$ cat src/rtl/sio_regfile.sv
module sio_regfile (
  input  logic         clk,
  input  logic         rst_n,
  input  logic         bus_ch,
  input  logic         bus_data,
  input  logic         bus_wr,
  input  logic         bus_rd,
  input  logic [7:0]   bus_wdata,
  output logic [7:0]   bus_rdata,
  input  logic [7:0]   st0_a,
  input  logic [7:0]   st0_b,
  input  logic [7:0]   st1_a,
  input  logic [7:0]   st1_b,
  input  logic [7:0]   misc_a,
  input  logic [7:0]   misc_b,
  input  logic [7:0]   rxd_a,
  input  logic [7:0]   rxd_b,
  input  logic [2:0]   ip_a,
  input  logic [2:0]   ip_b,
  output logic [1:0]   dat_wr,
  output logic [1:0]   dat_rd,
  output logic [127:0] cfg_a,
  output logic [127:0] cfg_b,
  output logic [1:0]   cmd_stb,
  output logic [2:0]   cmd_code,
  output logic [1:0]   crc_stb,
  output logic [1:0]   crc_code,
  output logic [1:0]   chan_rst
);

  localparam logic [3:0] SLOT_VEC = 4'd2;
  localparam logic [3:0] SLOT_MIC = 4'd9;

  logic [3:0] ptr  [2];
  logic [7:0] wreg [2][16];

  logic [1:0] ch_oh;
  assign ch_oh = bus_ch ? 2'b10 : 2'b01;

  logic ctl_wr, ctl_rd;
  assign ctl_wr = bus_wr & ~bus_data;
  assign ctl_rd = bus_rd & ~bus_data;
  assign dat_wr = (bus_wr & bus_data) ? ch_oh : 2'b00;
  assign dat_rd = (bus_rd & bus_data) ? ch_oh : 2'b00;

  logic [3:0] cur_ptr;
  assign cur_ptr = ptr[bus_ch];

  logic sel_wr, reg_wr, wr9;
  logic [2:0] wcmd;
  logic [1:0] wrst, rst9;
  logic [3:0] new_ptr;
  assign sel_wr  = ctl_wr & (cur_ptr == 4'd0);
  assign reg_wr  = ctl_wr & (cur_ptr != 4'd0);
  assign wcmd    = bus_wdata[5:3];
  assign wrst    = bus_wdata[7:6];
  assign new_ptr = {wcmd == 3'd1, bus_wdata[2:0]};
  assign wr9     = reg_wr & (cur_ptr == SLOT_MIC);
  assign rst9    = wr9 ? bus_wdata[7:6] : 2'b00;

  always_ff @(posedge clk) begin
    if (!rst_n) begin
      for (int c = 0; c < 2; c++) begin
        ptr[c] <= '0;
        for (int i = 0; i < 16; i++) wreg[c][i] <= '0;
      end
      cmd_stb  <= '0;
      cmd_code <= '0;
      crc_stb  <= '0;
      crc_code <= '0;
      chan_rst <= '0;
    end else begin
      cmd_stb  <= '0;
      crc_stb  <= '0;
      chan_rst <= {rst9[0], rst9[1]};
      if (sel_wr) begin
        ptr[bus_ch] <= new_ptr;
        cmd_code    <= wcmd;
        crc_code    <= wrst;
        if (wcmd >= 3'd2) cmd_stb <= ch_oh;
        if (wrst != 2'd0) crc_stb <= ch_oh;
      end
      if (reg_wr) begin
        ptr[bus_ch] <= '0;
        if (cur_ptr == SLOT_VEC) begin
          wreg[0][SLOT_VEC] <= bus_wdata;
          wreg[1][SLOT_VEC] <= bus_wdata;
        end else if (cur_ptr == SLOT_MIC) begin
          wreg[0][SLOT_MIC] <= {2'b00, bus_wdata[5:0]};
          wreg[1][SLOT_MIC] <= {2'b00, bus_wdata[5:0]};
        end else begin
          wreg[bus_ch][cur_ptr] <= bus_wdata;
        end
      end
      if (ctl_rd) ptr[bus_ch] <= '0;
      for (int c = 0; c < 2; c++) begin
        if (rst9 == 2'b11 || (c == 0 && rst9 == 2'b10) || (c == 1 && rst9 == 2'b01)) begin
          ptr[c] <= '0;
          for (int i = 0; i < 16; i++)
            if (rst9 == 2'b11 || (i != int'(SLOT_VEC) && i != int'(SLOT_MIC)))
              wreg[c][i] <= '0;
        end
      end
    end
  end

  for (genvar i = 0; i < 16; i++) begin : g_cfg
    assign cfg_a[8*i +: 8] = wreg[0][i];
    assign cfg_b[8*i +: 8] = wreg[1][i];
  end

  logic [7:0] vec, mic;
  logic [2:0] scode;
  assign vec = wreg[0][SLOT_VEC];
  assign mic = wreg[0][SLOT_MIC];

  always_comb begin
    if      (ip_a[2]) scode = 3'b110;
    else if (ip_a[1]) scode = 3'b100;
    else if (ip_a[0]) scode = 3'b101;
    else if (ip_b[2]) scode = 3'b010;
    else if (ip_b[1]) scode = 3'b000;
    else if (ip_b[0]) scode = 3'b001;
    else              scode = 3'b011;
  end

  logic [7:0] vec_b;
  always_comb begin
    if (!mic[0])     vec_b = vec;
    else if (mic[4]) vec_b = {vec[7], scode, vec[3:0]};
    else             vec_b = {vec[7:4], scode, vec[0]};
  end

  logic [7:0] rr;
  always_comb begin
    case (cur_ptr)
      4'd0:    rr = bus_ch ? st0_b : st0_a;
      4'd1:    rr = bus_ch ? st1_b : st1_a;
      4'd2:    rr = bus_ch ? vec_b : vec;
      4'd3:    rr = bus_ch ? 8'h00 : {2'b00, ip_a, ip_b};
      4'd8:    rr = bus_ch ? rxd_b : rxd_a;
      4'd10:   rr = bus_ch ? misc_b : misc_a;
      4'd12:   rr = wreg[bus_ch][12];
      4'd13:   rr = wreg[bus_ch][13];
      4'd15:   rr = wreg[bus_ch][15] & 8'hFA;
      default: rr = 8'h00;
    endcase
  end

  always_comb begin
    if (!bus_rd)       bus_rdata = 8'h00;
    else if (bus_data) bus_rdata = bus_ch ? rxd_b : rxd_a;
    else               bus_rdata = rr;
  end

  AST_PTR_RETURNS: assert property (@(posedge clk) disable iff (!rst_n)
    (reg_wr || ctl_rd) |=> ptr[$past(bus_ch)] == 4'd0);

  AST_HIGH_NEEDS_PH: assert property (@(posedge clk) disable iff (!rst_n)
    (sel_wr && wcmd != 3'd1) |=> ptr[$past(bus_ch)] < 4'd8);

  AST_NO_CMD_LOW: assert property (@(posedge clk) disable iff (!rst_n)
    (sel_wr && wcmd[2:1] == 2'b00) |=> cmd_stb == 2'b00);

  AST_CHAN_A_CLEAR: assert property (@(posedge clk) disable iff (!rst_n)
    (wr9 && bus_wdata[7]) |=> (ptr[0] == 4'd0 && cfg_a[127:120] == 8'h00));

  AST_SHARED_KEEP: assert property (@(posedge clk) disable iff (!rst_n)
    (wr9 && (bus_wdata[7] ^ bus_wdata[6])) |=> vec == $past(vec));

  AST_SHARED_MATCH: assert property (@(posedge clk) disable iff (!rst_n)
    cfg_a[23:16] == cfg_b[23:16] && cfg_a[79:72] == cfg_b[79:72]);

endmodule

$ cat config.mk
export PLATFORM = sky130hd
export DESIGN_NAME = sio_regfile
export DESIGN_NICKNAME = d
export VERILOG_FILES = /design/src/rtl/sio_regfile.sv
export SDC_FILE = /design/constraint.sdc
export NUM_CORES = 1
export LEC_CHECK = 0
export BUFFER_PORTS_ARGS = -buffer_cell sky130_fd_sc_hd__buf_2
export CAP_MARGIN = 5
export CELL_PAD_IN_SITES_DETAIL_PLACEMENT = 1
export CELL_PAD_IN_SITES_GLOBAL_PLACEMENT = 1
export CORE_MARGIN = 2
export CORE_UTILIZATION = 39
export CTS_BUF_LIST = sky130_fd_sc_hd__clkbuf_16
export DETAILED_ROUTE_END_ITERATION = 10
export PLACE_DENSITY = 0.92
export SLEW_MARGIN = 20
export SYNTH_ARGS = -nofsm -noshare
export SYNTH_HDL_FRONTEND = slang
export SYNTH_SLANG_ARGS = --single-unit
$ cat constraint.sdc
create_clock -name clk -period 3.1 [get_ports clk]
set_input_delay 0.465 -clock clk [delete_from_list [all_inputs] [get_ports clk]]
set_output_delay 0.465 -clock clk [all_outputs]
set_load 0.03 [all_outputs]
### Word-level counts from Yosys, hierarchy flattened

Memories as Yosys holds them, arrays and structs flattened.
Cells that the tools add are included.

* latch bits: 0
* register bits after elaboration: 11
* ROM bits: 0
* output and inout bits: 279
* memories: 2
* word-level logic and storage cells: 200
* bits in writable memories: 264
* input port bits: 84

Memory list
* wreg: words 2, width 128, rd ports 3, clocked after Yosys merged registers in 0, write ports 2, RTL line 35 `logic [7:0] wreg [2][16];`
* ptr: words 2, width 4, rd ports 1, clocked after Yosys merged registers in 0, write ports 3, RTL line 34 `logic [3:0] ptr [2];`

* equality and inequality tests: 17
* reduce and logical (&&, ||, !) cells: 9
* bitwise operators: 61
* $mul: 0
* magnitude comparators: 3
* shifts and indexed selects: 0
* divide/modulo/power cells: 0
* add/sub/neg operators: 0
* muxes and demuxes: 103

Operators by type and width (count)
* $mux W128: 3
* $mux W8: 43
* $reduce_or A128 Y1: 1
* $pmux W8 S9: 1
* $or A1 B1 Y1: 40
* $mux W1: 37
* $demux W8 S4: 1
* $eq A4 B4 Y1 const B: 6
* $mux W7: 3
* $mux W4: 4
* $and A1 B1 Y1: 15
* $mux W2: 7
* $mux W3: 3
* $eq A4 B2 Y1 const B: 2
* $mux W6: 1
* $reduce_and A3 Y1: 2
* $ge A5 B5 Y1 const B: 1
* $lt A5 B1 Y1 const B: 1
* $not A1 Y1: 5
* $not A4 Y5: 1
* $eq A1 B1 Y1 const B: 4
* $eq A2 B2 Y1 const B: 2
* $eq A4 B1 Y1 const B: 1
* $logic_not A4 Y1: 1
* other kinds (7): 8

### Logic depth before layout (Yosys ltp)

* word-level depth: 16
* mapped depth: 10
* mapped depth without buffers: 6

### Least setup slack after synthesis

OpenSTA, ideal clock, no wires.

* path type: input-to-output
* from: input port bus_ch
* to: output port bus_rdata[3]
* slack: 0.181 ns
* stages: 8
* buffers on the path: 5
* required time: 2.635 ns
* data arrival time: 2.454 ns
* cells stage by stage: buf_6 > buf_2 > buf_2 > buf_2 > buf_2 > nand2_1 > a31o_2 > o21ai_0

* longest elaborated chain between the ends: 5

RTL lines
* start, declared: RTL line 4 `input logic bus_ch,`
* $mem_v2 Z2 W4
* $eq A4 B4 Y1, or another cell as far along: RTL line 136 `case (cur_ptr)`
* $pmux W8 S9: RTL line 136
* $mux W8 *: RTL line 152 `else if (bus_data) bus_rdata = bus_ch ? rxd_b : rxd_a;`
* $mux W8 *: RTL line 151 `if (!bus_rd) bus_rdata = 8'h00;`
* end, declared: RTL line 9 `output logic [7:0] bus_rdata,`

Every way passes the cells marked *; elsewhere a longest branch is shown, timed or not.

### Final worst setup path

* from: memory ptr[1][0]
* to: output port bus_rdata[0]

* longest elaborated chain between the ends: 5

RTL lines (RTL line)
* start, declared: 34
* $mem_v2 Z2 W4 *
* $eq A4 B4 Y1, or another cell as far along: 136
* $pmux W8 S9 *: 136
* $mux W8 *: 152
* $mux W8 *: 151

Marked as above.

==> impl_metrics.yaml <==
final_layout:
  regArea_um2: 6870
  fin_nets: 1717
  final-instance-count-excl-fill: 2054
  final_common_cell: "buf_2"
  final_cell_mix: "buf_2 (352), nand2_1 (139), dfxtp_1 (139), edfxtp_1 (136)"
  area_delta_synth_final_pct: 36.1
  drive_gt1_share_pct: 37.0
  multi_input_area_um2: 4960
  fill_cells: 3455
timing:
  fin_crit_ns: 3.35
  setup_violations: 8
  worstMarginPinSlew_ns: 0.953
  finalHoldViolCount: 0
  fmax_mhz: 299
  rsz0062_at_grt: "yes"
  layout_setup_ws_ns: -0.250
  post-route-period-util_pct: 108
  finalMaxSlewViolations: 0
  slew_headroom_pct: 35.7
  skew_ns: 0.0443
worst_setup_path:
  rr_worst_depth: 6
  arrival_ns: 2.88
  slowest_delay_ns: 0.58
  crit_path_end_kind: "primary output"
  cp-start-kind: "flop"
  r2r_setup_slack_ns: 0.09
  crit_chain: "buf_6 > nor3b_4 > buf_4 > o22ai_1 > o22ai_2 > nor4_1 > o22ai_1 > buf_4"
  cp_max_fo: 7
  cpMaxStageDelayCell: "edfxtp_1"
  required_ns: 2.63
  rr_startpoint: "ptr[1][0]"
  r2r_end: "wreg[1][29]"
  worstSetupPathType: "reg2out"
logic_synthesis:
  yosysTopAreaCellShare_pct: 34.3
  syn_avg_cell_area_um2: 9.86
  synthFlopType: "dfxtp_1"
  yosys.area.top_type: "edfxtp_1"
  synth-edff-count: 136
  syn_area_um2: 11900
  synthArstFlopShare_pct: 0
  synth_seq_cells: 275
  netlist_instances: 1209
  synth_cell_type_count: 68
  synth_area_leaders: "edfxtp_1 (34%), dfxtp_1 (23%), nand3_1 (5.6%), a21oi_1 (5.3%), nand2_1 (4.4%)"
  ys_seq_area_share_pct: 57.6
  synth_warnings: 0
clock_network:
  root_buffer: "clkbuf_16"
  clock_latency_ns: 0.58
  numCtsBuffers: 30
  cts_buffer_depth: 3
  holdBufCountCts: 0
  cts_tree: "yes"
  htreeDepth: 1
  cts.clk_slew.worst_paths_ns: 0.08
  clock-sinks: 275
die:
  die_area_um2: 32000
  initial_core_util_pct: 39.3
  die_h_um: 179
  pin_count: 363
  die_width_um: 179
  coreArea_um2: 30300
  rows: 64
routing:
  vias_per_cell: 5.84
  routedWlPerCell_um: 26.6
  dr_total_vias: 12000
  route.antenna.remaining_nets: 0
  drcViolationCount: 0
  drtIter0Drc: 1116
  drt_wl_total_mm: 54.6
  drt_pass1_iterations: 7
placed_design:
  numPlacedInstances: 1970
  place_hpwl_mm: 38.4
  place_congestion: 0.922
  io_buffers: 362
power_and_ir_drop:
  ir_drop_mv: 0.566
  combPwrFrac_pct: 11.8
  power_density_nw_per_um2: 522
  swShare_pct: 26.6
  clkPwrFrac_pct: 41.8
  finalPower_w: 0.00847
  p_seq_share_pct: 46.4
  net-switching-power_w: 0.00226
  p_int_w: 0.00621
  power.leakage_nw: 6.94
global_routing:
  overflow: 0
  grt_antenna_before_repair: 0
  grt_max_degree: 71
  grt_usage_pct: 32.6
  grt_pass1_wl_mm: 77.1
  grt_pass1_vias: 12300
status:
  status: "finished with violations"
  violations: "negative setup slack"
flow_run:
  cap_violations: 0
hold_path:
  holdCritStartpoint: "bus_wdata[7]"
  min_path_type: "in2reg"
  hold_depth: 3
  min_to: "wreg[0][31]"
[synthesized netlist by cell type (all sizes together), types with 6 or more instances]
| cell type | instances |
|---|---|
| nand3b | 7 |
| dfxtp | 139 |
| a21oi | 126 |
| nor2 | 139 |
| and3b | 6 |
| a22o | 13 |
| o22ai | 17 |
| nor3 | 9 |
| nand2 | 139 |
| o21ai | 21 |
| and2 | 31 |
| clkbuf | 54 |
| nand3 | 133 |
| nor4 | 9 |
| nand4 | 18 |
| inv | 14 |
| or2 | 11 |
| mux2i | 30 |
| a22oi | 8 |
| mux2 | 11 |
| buf | 45 |
| edfxtp | 136 |
[worst max-delay path by stage]
stage,start,end,slack (ns),cells past startpoint
6_report,ptr[1][0],bus_rdata[0],-0.25,8
3_5_place_dp,bus_ch,wreg[1][74],-0.18,8
4_1_cts,ptr[1][1],bus_rdata[4],-0.02,8
2_1_floorplan,bus_ch,bus_rdata[3],0.18,8
3_3_place_gp,bus_ch,wreg[1][24],-0.29,7
5_1_grt,ptr[1][0],bus_rdata[0],-0.19,8
[state kept, by name, summed over array words and instances, names as in the netlist]
register / count
crc_stb: 2
chan_rst: 2
cmd_code: 3
ptr: 8
crc_code: 2
wreg: 256
cmd_stb: 2
[area by class of cell]
cell class | instances | area share [%]
Inverter | 15 | 0.347
Tap cell | 396 | 3.06
Clock buffer | 32 | 4.94
Antenna cell | 1 | 0.0154
Timing Repair Buffer | 482 | 17.7
Sequential cell | 275 | 42.3
Multi-Input combinational cell | 829 | 30.6
Clock inverter | 24 | 0.980
[power by group through the flow]
stage | clock network, W | logic, W | registers (W)
after floorplan | 0 | 0.000337 | 0.00414
after global placement | 0 | 0.000849 | 0.00401
after detailed placement | 0 | 0.000869 | 0.00401
after CTS | 0.00354 | 0.000928 | 0.00393
after global routing | 0.00366 | 0.00103 | 0.00393
final | 0.00354 | 0.00100 | 0.00393
[through the flow]
stage	worst slack [ns]	cell area (µm²)	hold WS [ns]	utilization [%]	TNS, ns
final	-0.250	16200	0.292	53.4	-0.874
after detailed placement	-0.185	14600	0.438	48.2	-8.48
after global placement	-0.289	14600	0.436	48.2	-6.38
after floorplan	0.181	12000	0.581	-	0
after CTS	-0.0181	15900	0.281	52.4	-0.0263
after global routing	-0.189	16200	0.306	53.4	-0.763
[worst max-delay path, delay by kind of cell (launching register included)]
| kind | cells | cell delay, ns |
|---|---|---|
| AOI/OAI and AO/OA | 3 | 0.79 |
| DFF | 1 | 0.58 |
| buffers and inverters | 3 | 0.56 |
| and+or+nand+nor | 2 | 0.38 |
[metal layers]
layer	vias up	GRT usage, %	part of all wire (%)
met5	-	0	0
met4	0	15.8	5.2
li1	5185	-	-
met1	5921	36.8	36
met3	178	10.6	9.8
met2	718	55.4	49
[cells by family after synthesis]
kind of cell | count (synthesis) | share of synthesized area, %
AOI/OAI and AO/OA | 237 | 12.4
muxes | 41 | 3.56
other | 1 | 0.0315
and+or+nand+nor | 541 | 22.3
buffers and inverters | 114 | 4.06
DFF | 275 | 57.6
[what timing repair did]
item | in CTS | in global routing
endpoints found under the hold margin | 0 | 0
buffers inserted | 15 | 12
resized for setup | 44 | 47
pin swaps | 9 | 20
endpoints found under the setup margin | 16 | 8
Note: power is estimated with default switching activity, not from simulation.
